**config.mk**
```make
export PLATFORM = sky130hd
export DESIGN_NAME = amo_unit
export DESIGN_NICKNAME = d
export VERILOG_FILES = /design/src/rtl/amo_pkg.sv /design/src/rtl/amo_decode.sv /design/src/rtl/amo_alu.sv /design/src/rtl/amo_ctrl.sv /design/src/rtl/amo_unit.sv
export SDC_FILE = /design/constraint.sdc
export NUM_CORES = 1
export LEC_CHECK = 0
export BUFFER_PORTS_ARGS = -buffer_cell sky130_fd_sc_hd__clkbuf_2
export CORE_UTILIZATION = 51
export CTS_BUF_LIST = sky130_fd_sc_hd__clkbuf_8
export CTS_CLUSTER_DIAMETER = 150
export CTS_CLUSTER_SIZE = 8
export DETAILED_ROUTE_END_ITERATION = 8
export MAX_ROUTING_LAYER = met4
export PLACE_DENSITY = 0.85
export SYNTH_ARGS = -nofsm -noshare
export SYNTH_HDL_FRONTEND = slang
export SYNTH_SLANG_ARGS = --single-unit
export TNS_END_PERCENT = 30
```
**constraint.sdc**
```tcl
create_clock -name clk -period 3 [get_ports clk]
set_input_delay 0.3 -clock clk [delete_from_list [all_inputs] [get_ports clk]]
set_output_delay 0.3 -clock clk [all_outputs]
set_load 0.005 [all_outputs]
```
**src/rtl/amo_pkg.sv**
```systemverilog
package amo_pkg;

    localparam logic [6:0] OPC_ATOMIC = 7'h2F;
    localparam logic [2:0] WIDTH_WORD = 3'd2;

    typedef enum logic [2:0] {
        OP_ADD, OP_XOR, OP_OR, OP_AND, OP_MIN, OP_MAX, OP_MINU, OP_MAXU
    } amo_op_e;

    typedef struct packed {
        logic    ok;
        amo_op_e op;
    } sel_map_t;

    typedef struct packed {
        logic       legal;
        amo_op_e    op;
        logic [4:0] rd;
    } amo_dec_t;

    typedef enum logic [2:0] {
        ST_IDLE, ST_RD_REQ, ST_RD_WAIT, ST_WR_REQ, ST_WR_WAIT
    } amo_state_e;

    function automatic sel_map_t map_selector(input logic [4:0] sel);
        sel_map_t m;
        m.ok = 1'b1;
        m.op = OP_ADD;
        case (sel)
            5'h00: m.op = OP_ADD;
            5'h04: m.op = OP_XOR;
            5'h08: m.op = OP_OR;
            5'h0C: m.op = OP_AND;
            5'h10: m.op = OP_MIN;
            5'h14: m.op = OP_MAX;
            5'h18: m.op = OP_MINU;
            5'h1C: m.op = OP_MAXU;
            default: m.ok = 1'b0;
        endcase
        return m;
    endfunction

endpackage

```
**src/rtl/amo_decode.sv**
```systemverilog
module amo_decode
    import amo_pkg::*;
(
    input  logic [31:0] insn,
    output amo_dec_t    dec
);
    sel_map_t sel_m;
    logic     unused_fields;

    assign unused_fields = ^insn[26:15];

    always_comb begin
        sel_m     = map_selector(insn[31:27]);
        dec.op    = sel_m.op;
        dec.rd    = insn[11:7];
        dec.legal = (insn[6:0] == OPC_ATOMIC) &&
                    (insn[14:12] == WIDTH_WORD) && sel_m.ok;
    end
endmodule

```
**src/rtl/amo_alu.sv**
```systemverilog
module amo_alu
    import amo_pkg::*;
#(
    parameter int XLEN = 32
) (
    input  amo_op_e          op,
    input  logic [XLEN-1:0]  mem_val,
    input  logic [XLEN-1:0]  src_val,
    output logic [XLEN-1:0]  result
);
    logic s_lt, u_lt;

    always_comb begin
        s_lt = $signed(mem_val) < $signed(src_val);
        u_lt = mem_val < src_val;
        case (op)
            OP_ADD:  result = mem_val + src_val;
            OP_XOR:  result = mem_val ^ src_val;
            OP_OR:   result = mem_val | src_val;
            OP_AND:  result = mem_val & src_val;
            OP_MIN:  result = s_lt ? mem_val : src_val;
            OP_MAX:  result = s_lt ? src_val : mem_val;
            OP_MINU: result = u_lt ? mem_val : src_val;
            default: result = u_lt ? src_val : mem_val;
        endcase
    end

    always_comb begin
        if (op inside {OP_MINU, OP_MAXU, OP_MIN, OP_MAX})
            assert_minmax_pick_R2: assert (result == mem_val || result == src_val);
    end
endmodule

```
**src/rtl/amo_ctrl.sv**
```systemverilog
module amo_ctrl
    import amo_pkg::*;
#(
    parameter int XLEN = 32
) (
    input  logic             clk,
    input  logic             rst,
    input  logic             req_valid,
    output logic             req_ready,
    input  amo_dec_t         dec,
    input  logic [XLEN-1:0]  rs1_val,
    input  logic [XLEN-1:0]  rs2_val,
    output amo_op_e          op_q,
    output logic [XLEN-1:0]  old_q,
    output logic [XLEN-1:0]  src_q,
    input  logic [XLEN-1:0]  alu_res,
    output logic             mem_req_valid,
    output logic             mem_req_we,
    output logic [XLEN-1:0]  mem_req_addr,
    output logic [XLEN-1:0]  mem_req_wdata,
    input  logic             mem_rsp_valid,
    input  logic             mem_rsp_err,
    input  logic [XLEN-1:0]  mem_rsp_rdata,
    output logic             rd_we,
    output logic [4:0]       rd_idx,
    output logic [XLEN-1:0]  rd_data,
    output logic             done,
    output logic             exc_illegal,
    output logic             exc_access,
    output logic             exc_misalign
);
    localparam int BYTE_OFS = $clog2(XLEN / 8);

    amo_state_e      state;
    logic [XLEN-1:0] addr_q;
    logic            accept;

    assign req_ready     = (state == ST_IDLE);
    assign accept        = req_valid && req_ready;
    assign mem_req_valid = (state == ST_RD_REQ) || (state == ST_WR_REQ);
    assign mem_req_we    = (state == ST_WR_REQ);
    assign mem_req_addr  = addr_q;
    assign mem_req_wdata = alu_res;

    always_ff @(posedge clk) begin
        if (rst) begin
            state        <= ST_IDLE;
            addr_q       <= '0;
            src_q        <= '0;
            old_q        <= '0;
            op_q         <= OP_ADD;
            rd_idx       <= '0;
            rd_data      <= '0;
            rd_we        <= 1'b0;
            done         <= 1'b0;
            exc_illegal  <= 1'b0;
            exc_access   <= 1'b0;
            exc_misalign <= 1'b0;
        end else begin
            rd_we        <= 1'b0;
            done         <= 1'b0;
            exc_illegal  <= 1'b0;
            exc_access   <= 1'b0;
            exc_misalign <= 1'b0;
            case (state)
                ST_IDLE: if (accept) begin
                    if (!dec.legal) begin
                        exc_illegal <= 1'b1;
                    end else if (rs1_val[BYTE_OFS-1:0] != '0) begin
                        exc_misalign <= 1'b1;
                    end else begin
                        addr_q <= rs1_val;
                        src_q  <= rs2_val;
                        op_q   <= dec.op;
                        rd_idx <= dec.rd;
                        state  <= ST_RD_REQ;
                    end
                end
                ST_RD_REQ: state <= ST_RD_WAIT;
                ST_RD_WAIT: if (mem_rsp_valid) begin
                    if (mem_rsp_err) begin
                        exc_access <= 1'b1;
                        state      <= ST_IDLE;
                    end else begin
                        old_q <= mem_rsp_rdata;
                        state <= ST_WR_REQ;
                    end
                end
                ST_WR_REQ: state <= ST_WR_WAIT;
                ST_WR_WAIT: if (mem_rsp_valid) begin
                    if (mem_rsp_err) begin
                        exc_access <= 1'b1;
                    end else begin
                        done    <= 1'b1;
                        rd_we   <= (rd_idx != 5'd0);
                        rd_data <= old_q;
                    end
                    state <= ST_IDLE;
                end
                default: state <= ST_IDLE;
            endcase
        end
    end

    // Early exits leave memory untouched
    assert_illegal_no_access_R3: assert property (@(posedge clk) disable iff (rst)
        (accept && !dec.legal) |=> !mem_req_valid);
    assert_misalign_no_access_R11: assert property (@(posedge clk) disable iff (rst)
        (accept && rs1_val[BYTE_OFS-1:0] != '0) |=> !mem_req_valid);
    assert_write_after_good_read_R6: assert property (@(posedge clk) disable iff (rst)
        (mem_req_valid && mem_req_we) |-> $past(mem_rsp_valid && !mem_rsp_err));
    assert_read_fault_stops_R7: assert property (@(posedge clk) disable iff (rst)
        (state == ST_RD_WAIT && mem_rsp_valid && mem_rsp_err)
        |=> (!mem_req_valid && !rd_we && !done && exc_access));
    assert_write_fault_no_done_R8: assert property (@(posedge clk) disable iff (rst)
        (state == ST_WR_WAIT && mem_rsp_valid && mem_rsp_err) |=> (!done && !rd_we));
    assert_done_after_good_write_R9: assert property (@(posedge clk) disable iff (rst)
        done |-> $past(mem_rsp_valid && !mem_rsp_err));
    assert_x0_discarded_R9: assert property (@(posedge clk) disable iff (rst)
        rd_we |-> (done && rd_idx != 5'd0));
    assert_busy_ignores_R12: assert property (@(posedge clk) disable iff (rst)
        (req_valid && !req_ready) |=> (!exc_illegal && !exc_misalign));
    assert_single_outcome_R13: assert property (@(posedge clk) disable iff (rst)
        $onehot0({done, exc_illegal, exc_access, exc_misalign}));
endmodule

```
**src/rtl/amo_unit.sv**
```systemverilog
module amo_unit
    import amo_pkg::*;
#(
    parameter int XLEN = 32
) (
    input  logic             clk,
    input  logic             rst,
    input  logic             req_valid,
    output logic             req_ready,
    input  logic [31:0]      req_insn,
    input  logic [XLEN-1:0]  req_rs1_val,
    input  logic [XLEN-1:0]  req_rs2_val,
    output logic             mem_req_valid,
    output logic             mem_req_we,
    output logic [XLEN-1:0]  mem_req_addr,
    output logic [XLEN-1:0]  mem_req_wdata,
    input  logic             mem_rsp_valid,
    input  logic             mem_rsp_err,
    input  logic [XLEN-1:0]  mem_rsp_rdata,
    output logic             rd_we,
    output logic [4:0]       rd_idx,
    output logic [XLEN-1:0]  rd_data,
    output logic             done,
    output logic             exc_illegal,
    output logic             exc_access,
    output logic             exc_misalign
);
    amo_dec_t        dec;
    amo_op_e         op_q;
    logic [XLEN-1:0] old_q, src_q, alu_res;

    amo_decode u_decode (
        .insn (req_insn),
        .dec  (dec)
    );

    amo_alu #(.XLEN(XLEN)) u_alu (
        .op      (op_q),
        .mem_val (old_q),
        .src_val (src_q),
        .result  (alu_res)
    );

    amo_ctrl #(.XLEN(XLEN)) u_ctrl (
        .clk           (clk),
        .rst           (rst),
        .req_valid     (req_valid),
        .req_ready     (req_ready),
        .dec           (dec),
        .rs1_val       (req_rs1_val),
        .rs2_val       (req_rs2_val),
        .op_q          (op_q),
        .old_q         (old_q),
        .src_q         (src_q),
        .alu_res       (alu_res),
        .mem_req_valid (mem_req_valid),
        .mem_req_we    (mem_req_we),
        .mem_req_addr  (mem_req_addr),
        .mem_req_wdata (mem_req_wdata),
        .mem_rsp_valid (mem_rsp_valid),
        .mem_rsp_err   (mem_rsp_err),
        .mem_rsp_rdata (mem_rsp_rdata),
        .rd_we         (rd_we),
        .rd_idx        (rd_idx),
        .rd_data       (rd_data),
        .done          (done),
        .exc_illegal   (exc_illegal),
        .exc_access    (exc_access),
        .exc_misalign  (exc_misalign)
    );
endmodule

```
==> impl_metrics.py, run 1 <==
metrics = {
    "global_route": {
        "grt_pass1_wl_um": 61420,
        "grt_pass1_vias": 11667,
        "track_usage_pct": 40.37,
        "gr-total-overflow": 0,
        "antenna_found_initial": 1,
        "grt_start_max_net_pins": 64,
    },
    "place": {
        "placedCellCount": 2049,
        "place_ws_ns": -0.5542,
        "placed_area_um2": 13350,
        "portBuffers": 229,
        "dp_hpwl_um": 29920,
        "gp_congestion": 1.028,
    },
    "synthesis": {
        "synth-compound-area-share_pct": 26.09,
        "synth.distinct_cells": 79,
        "synth_fp_nets": 1623,
        "synthAdderAreaFrac_pct": 12.14,
        "syn-cell-area_um2": 10160,
        "synth_seq_cells": 144,
        "seq_area_frac_synth_pct": 28.38,
        "async_flop_share_pct": 0,
        "synth-edff-count": 0,
        "synth_top_family_by_area": "compound AO/OA/AOI/OAI gates",
        "ys.flop_type": "dfxtp_1",
        "synthMuxAreaShare_pct": 3.067,
        "syn_avg_cell_area_um2": 7.298,
        "ys_warn_count": 0,
        "synthSimpleGateAreaFrac_pct": 21.59,
        "synthCells": 1392,
        "synth-xor-area-share_pct": 1.638,
    },
    "setup_path": {
        "crit_type": "reg -> out",
        "rrSetupSlack_ns": 0.97,
        "worstPathArrival_ns": 3.49,
        "cp.required_ns": 2.70,
        "cp-end-kind": "output port",
        "worstPathMaxFanout": 7,
        "start_kind": "flip-flop",
    },
    "layout": {
        "drive_gt1_share_pct": 38.73,
        "final_nets": 2051,
        "fillers": 1413,
        "final_cell_mix": "305 x nand2_1, 263 x buf_4, 222 x clkbuf_2",
        "syn_to_final_growth_pct": 44.36,
        "final_common_cell": "nand2_1",
        "finalCoreUtilization_pct": 75.35,
        "stdcell_area_um2": 14670,
        "fin_cells": 2099,
    },
    "die": {
        "ioPinCount": 242,
        "core_um2": 19460,
        "fp.dieArea_um2": 20490,
        "initial_core_util_pct": 52.20,
        "fp.dieW_um": 143.1,
        "rows": 51,
        "die_h_um": 143.1,
    },
    "timing": {
        "hold_violations": 0,
        "finClkSkew_ns": 0.01850,
        "max_slew_margin_pct": 53.35,
        "whs_ns": 0.03192,
        "fin_crit_ns": 3.794,
        "rsz0062_at_grt": "true",
        "fin_ws_ns": -0.7939,
        "maxSlewViolCount": 0,
        "finalCritPeriodShare_pct": 126.5,
        "setup_viol": 32,
        "tightest_slew_ns": 0.6998,
        "fmax_mhz": 263.6,
    },
    "power_and_ir_drop": {
        "share_comb_of_total_power_pct": 3.7,
        "p_clk_share_pct": 42.6,
        "p_switching_mw": 0.9592,
        "power.internal_mw": 2.597,
        "power_density_nw_per_um2": 242.5,
        "seqPwrFrac_pct": 53.7,
        "leakagePower_nw": 6.211,
        "ir_drop_mv": 0.2796,
        "sw_frac_of_total_pct": 26.97,
    },
    "cts": {
        "htreeDepth": 4,
        "clk_latency_ns": 0.47,
        "clk_pin_slew_worst_paths_ns": 0.11,
        "holdBufCountCts": 0,
        "cts_max_path_buffers": 2,
        "numCtsBuffers": 17,
        "clock-sinks": 144,
        "cts_tree": "done",
        "root_buffer": "clkbuf_8",
    },
    "detailed_routing": {
        "drt_pass1_iterations": 6,
        "postRouteAntennaNets": 0,
        "viasPerCell": 5.970,
        "drt_wl_total_um": 41280,
        "vias": 12530,
        "drtIter0Drc": 1211,
        "drc": 0,
        "wl_per_cell_um": 19.67,
    },
    "job": {
        "cap_violations": 0,
    },
    "outcome": {
        "outcome": "complete, but fails checks",
        "violations": "setup timing",
    },
    "worst_hold_path": {
        "hold_path.class": "in -> reg",
    },
}
## critical path, stage by stage (launching register included)
cell      delay, ns
dfxtp_2        0.33
inv_1          0.08
ha_4           0.31
inv_2          0.05
a21oi_2        0.20
o31ai_4        0.11
o41ai_4        0.63
a21boi_2       0.14
or2_4          0.29
buf_12         0.16
buf_8          0.14
buf_4          0.13
a31oi_1        0.15
nand3_1        0.18
clkbuf_2       0.16
## state kept, by name (all words and copies together) (netlist names)
register             flops
u_ctrl.state             3
u_ctrl.rd_we             1
u_ctrl.op_q              3
u_ctrl.old_q            32
u_ctrl.rd_idx            5
u_ctrl.mem_req_addr     32
u_ctrl.exc_misalign      1
u_ctrl.rd_data          32
u_ctrl.done              1
u_ctrl.exc_access        1
u_ctrl.exc_illegal       1
u_ctrl.src_q            32
## layout make-up
class | count | area, um^2 | area share (%)
repair buffers | 505 | 3327 | 22.69
multi-input cells | 1070 | 7407 | 50.51
diodes | 1 | 2.502 | 0.01706
well taps | 265 | 331.6 | 2.261
clock buffers | 18 | 247.7 | 1.689
clock inverters | 14 | 118.9 | 0.8105
flip-flops and latches | 144 | 2920 | 19.91
inverters | 82 | 310.3 | 2.116
## layer usage
layer | share of wire (%) | global-route usage (%) | vias to the layer above
li1 | - | - | 5707
met1 | 40 | 52.14 | 5874
met2 | 45 | 62.80 | 809
met3 | 11 | 8.585 | 140
met4 | 3.2 | 12.28 | 0
met5 | 0 | - | -
## Yosys cell counts (all sizes together) (3+ instances only)
cell	count	area (um^2)
o31ai	5	37.54
buf	21	127.6
a21o	17	127.6
ha	97	1214
mux2i	30	300.3
a2111oi	4	35.03
and3	6	37.54
a211oi	13	110.1
nor3b	3	22.52
a31oi	11	75.07
o211ai	14	105.1
a211o	4	35.03
dfxtp	144	2883
nor4bb	3	30.03
o41ai	5	62.56
a221oi	6	58.80
clkbuf	76	285.3
nand3b	4	30.03
nand2	307	1152
nor4	14	123.9
nor2	83	311.6
o221ai	15	131.4
a32oi	3	26.28
xnor2	12	105.1
o21ai	54	274.0
inv	82	307.8
xor2	7	61.31
a22o	4	35.03
o22ai	18	112.6
nor2b	8	50.05
o31a	3	26.28
or2	3	18.77
o21bai	12	90.09
or4	4	37.53
nor3	21	110.1
o22a	3	26.28
or3	4	25.02
a22oi	4	30.03
o21a	5	37.54
a21oi	197	997.2
nand4	9	56.30
a2bb2oi	3	26.28
nand3	25	125.1
a221o	3	30.03
## power by group through the flow
stage	sequential [mW]	combinational [mW]	clock [mW]
final	1.91	0.130	1.52
after global routing	1.91	0.139	1.60
after CTS	1.91	0.128	1.52
after detailed placement	1.95	0.126	0
after global placement	1.95	0.126	0
after floorplan	1.95	0.0331	0
## logic make-up after synthesis
family                   Yosys count
AND/OR/NAND/NOR                  502
multiplexers                      31
AO/OA/AOI/OAI                    419
adder cells (fa/ha/maj)           98
buffers and inverters            179
flip-flops                       144
XOR/XNOR                          19
## per-stage QoR
| step | TNS [ns] | power [mW] |
|---|---|---|
| CTS | -19.55 | 3.554 |
| floorplan | -0.03276 | 1.988 |
| global route | -23.47 | 3.650 |
| global placement | -9.636 | 2.080 |
| finish | -20.64 | 3.556 |
| detailed placement | -9.261 | 2.081 |
## repair_timing
| item | CTS | global route |
|---|---|---|
| gates resized for setup | 112 | 80 |
| gates cloned | 1 | 0 |
| endpoints found under the setup margin | 32 | 32 |
| pin swaps | 39 | 35 |
| buffers inserted | 11 | 9 |
## final timing paths
kind	startpoint	to	depth (start not counted)
setup / recovery	u_ctrl.old_q[9]	mem_req_wdata[19]	14
hold / removal	req_rs2_val[25]	u_ctrl.src_q[25]	3
setup reg to reg	u_ctrl.state[2]	u_ctrl.old_q[29]	5
hold reg to reg	u_ctrl.mem_req_addr[15]	u_ctrl.mem_req_addr[15]	2
Power figures use the tool's default switching activity.
==> run 2, diff against run 1 <==
==> constraint.sdc (replaced) <==
create_clock -name clk -period 3.35 [get_ports clk]
set_input_delay 0.335 -clock clk [delete_from_list [all_inputs] [get_ports clk]]
set_output_delay 0.335 -clock clk [all_outputs]
set_load 0.005 [all_outputs]
==> impl_metrics.py, run 2 (same netlist as run 1, synthesis figures left out) <==
metrics = {
    "global_route": {
        "grt-busiest-layer": "met2",
        "grt_pass1_wl_um": 58880,
        "use_met3_pct": 7.948,
        "antenna_found_initial": 3,
        "track_usage_pct": 38.39,
        "gr-usage-met1_pct": 50.05,
        "grt_start_max_net_pins": 85,
        "grt_pass1_vias": 11316,
        "gr-total-overflow": 0,
        "grt_use_met2_pct": 58.64,
    },
    "setup_path": {
        "path_cells": "inv_1 -> ha_4 -> or4_4 -> a211oi_4 -> buf_4 -> o41a_4 -> nor3_4 -> or2_4 -> buf_12 -> mux2i_2 -> a211oi_4 -> clkbuf_2",
        "max_stage_delay_ns": 0.54,
        "start_kind": "flip-flop",
        "crit_start": "u_ctrl.old_q[4]",
        "worstPathMaxFanout": 5,
        "path_common_cell": "a211oi_4",
        "timing.rr.start": "u_ctrl.state[1]",
        "worst-path-buf-inv": 4,
        "cp_top_family": "simple AND/OR/NAND/NOR gates",
        "slowest_stage": "or4_4",
        "worstPathArrival_ns": 3.48,
        "cp-end-kind": "output port",
        "cp.required_ns": 3.01,
        "crit_type": "reg -> out",
    },
    "die": {
        "die_h_um": 143.1,
        "fp.dieArea_um2": 20490,
        "ioPinCount": 242,
        "initial_core_util_pct": 52.20,
        "fp.dieW_um": 143.1,
        "core_um2": 19460,
        "rows": 51,
    },
    "place": {
        "placed_area_um2": 12920,
        "dp_hpwl_um": 28340,
        "gp_congestion": 1.001,
        "portBuffers": 229,
        "placedCellCount": 2009,
    },
    "layout": {
        "drive_gt1_share_pct": 36.19,
        "stdcell_area_um2": 14280,
        "final_common_cell": "nand2_1",
        "final_cell_mix": "304 x nand2_1, 223 x clkbuf_2, 222 x buf_4",
        "fin_cells": 2064,
        "final_nets": 2014,
        "syn_to_final_growth_pct": 40.57,
    },
    "power_and_ir_drop": {
        "power_density_nw_per_um2": 231.3,
        "ir_drop_mv": 0.2862,
        "p_total_mw": 3.302,
        "leakagePower_nw": 6.049,
    },
    "cts": {
        "clk_pin_slew_worst_paths_ns": 0.11,
        "holdBufCountCts": 0,
        "clk_latency_ns": 0.47,
        "htreeDepth": 4,
        "numCtsBuffers": 17,
        "cts_max_path_buffers": 2,
        "clock-sinks": 144,
        "root_buffer": "clkbuf_8",
        "cts_tree": "done",
    },
    "timing": {
        "tightest_slew_ns": 0.8788,
        "setup_viol": 32,
        "max_slew_margin_pct": 41.41,
        "fmax_mhz": 262.4,
        "fin_ws_ns": -0.4608,
        "finClkSkew_ns": 0.02216,
        "finalCritPeriodShare_pct": 113.8,
        "maxSlewViolCount": 0,
        "fin_crit_ns": 3.811,
        "hold_violations": 0,
        "rsz0062_at_grt": "true",
        "finalSetupTns_ns": -10.96,
    },
    "outcome": {
        "violations": "setup timing",
        "outcome": "complete, but fails checks",
    },
    "detailed_routing": {
        "vias": 12102,
        "drc": 0,
        "drt_pass1_iterations": 8,
        "viasPerCell": 5.863,
        "drt_wl_total_um": 39070,
        "postRouteAntennaNets": 0,
        "drtIter0Drc": 1174,
        "wl_per_cell_um": 18.93,
    },
    "worst_hold_path": {
        "worstHoldStart": "req_rs2_val[26]",
        "hold_path.class": "in -> reg",
    },
    "job": {
        "cap_violations": 0,
    },
}
==> run 2: changes by cell type in the layout (fill, tap and decap cells not counted), sizes merged <==
cell,change
buf,-37
clkinv,+2
clkinvlp,-1
diode,+2
inv,-1
bufinv,+1
a211o,-1
==> run 2: path summary, 6_finish.rpt <==
path / depth (start not counted) / slack (ns) / endpoint
max: 12 / -0.46 / mem_req_wdata[15]
min: 3 / 0.06 / u_ctrl.src_q[26]
min reg2reg: 2 / 0.46 / u_ctrl.rd_data[25]
max reg2reg: 5 / 1.18 / u_ctrl.mem_req_addr[4]
==> run 2: metrics by stage <==
stage	hold slack (ns)	utilization [%]	setup slack (ns)
after detailed placement	0.4467	66.40	-0.1383
after CTS	0.04790	71.49	-0.4362
final	0.06398	73.37	-0.4608
after global placement	0.4412	66.40	-0.08780
after global routing	0.06842	73.37	-0.5850
after floorplan	0.4527	-	0.06207
==> run 2: layout make-up <==
cell class | instances | area [um^2]
Antenna cell | 3 | 7.507
Sequential cell | 144 | 2929
Inverter | 82 | 310.3
Multi-Input combinational cell | 1069 | 7211
Tap cell | 265 | 331.6
Clock buffer | 17 | 234.0
Timing Repair Buffer | 469 | 3068
Clock inverter | 15 | 188.9
Fill cell | 1438 | 5182
==> run 2: layer usage <==
layer  vias up  routed length (um)  part of all wire, %
li1       5647                   -                    -
met1      5682               16250                   42
met2       690               17820                   46
met3        83                4055                   10
met4         0                 941                  2.4
met5         -                   0                    0
==> run 2: power breakdown <==
| part | internal, mW | switching, mW | total [mW] |
|---|---|---|---|
| clock network | 0.642 | 0.837 | 1.48 |
| registers | 1.71 | 0.000162 | 1.71 |
| logic | 0.0564 | 0.0582 | 0.115 |
| total | 2.41 | 0.895 | 3.30 |
==> run 2: worst reg2reg max path: stages, from the launching register on <==
cell	delay [ns]
dfxtp_1	0.57
nor3_1	0.15
nand4_1	0.30
buf_4	0.69
nand2_1	0.21
a21oi_1	0.19
==> run 2: timing repair <==
item | in CTS | in global routing
resized for setup | 110 | 75
pin swaps | 43 | 42
endpoints found under the hold margin | 0 | 0
setup buffers | 12 | 7
cloned | 1 | 0
setup endpoints to repair | 32 | 32
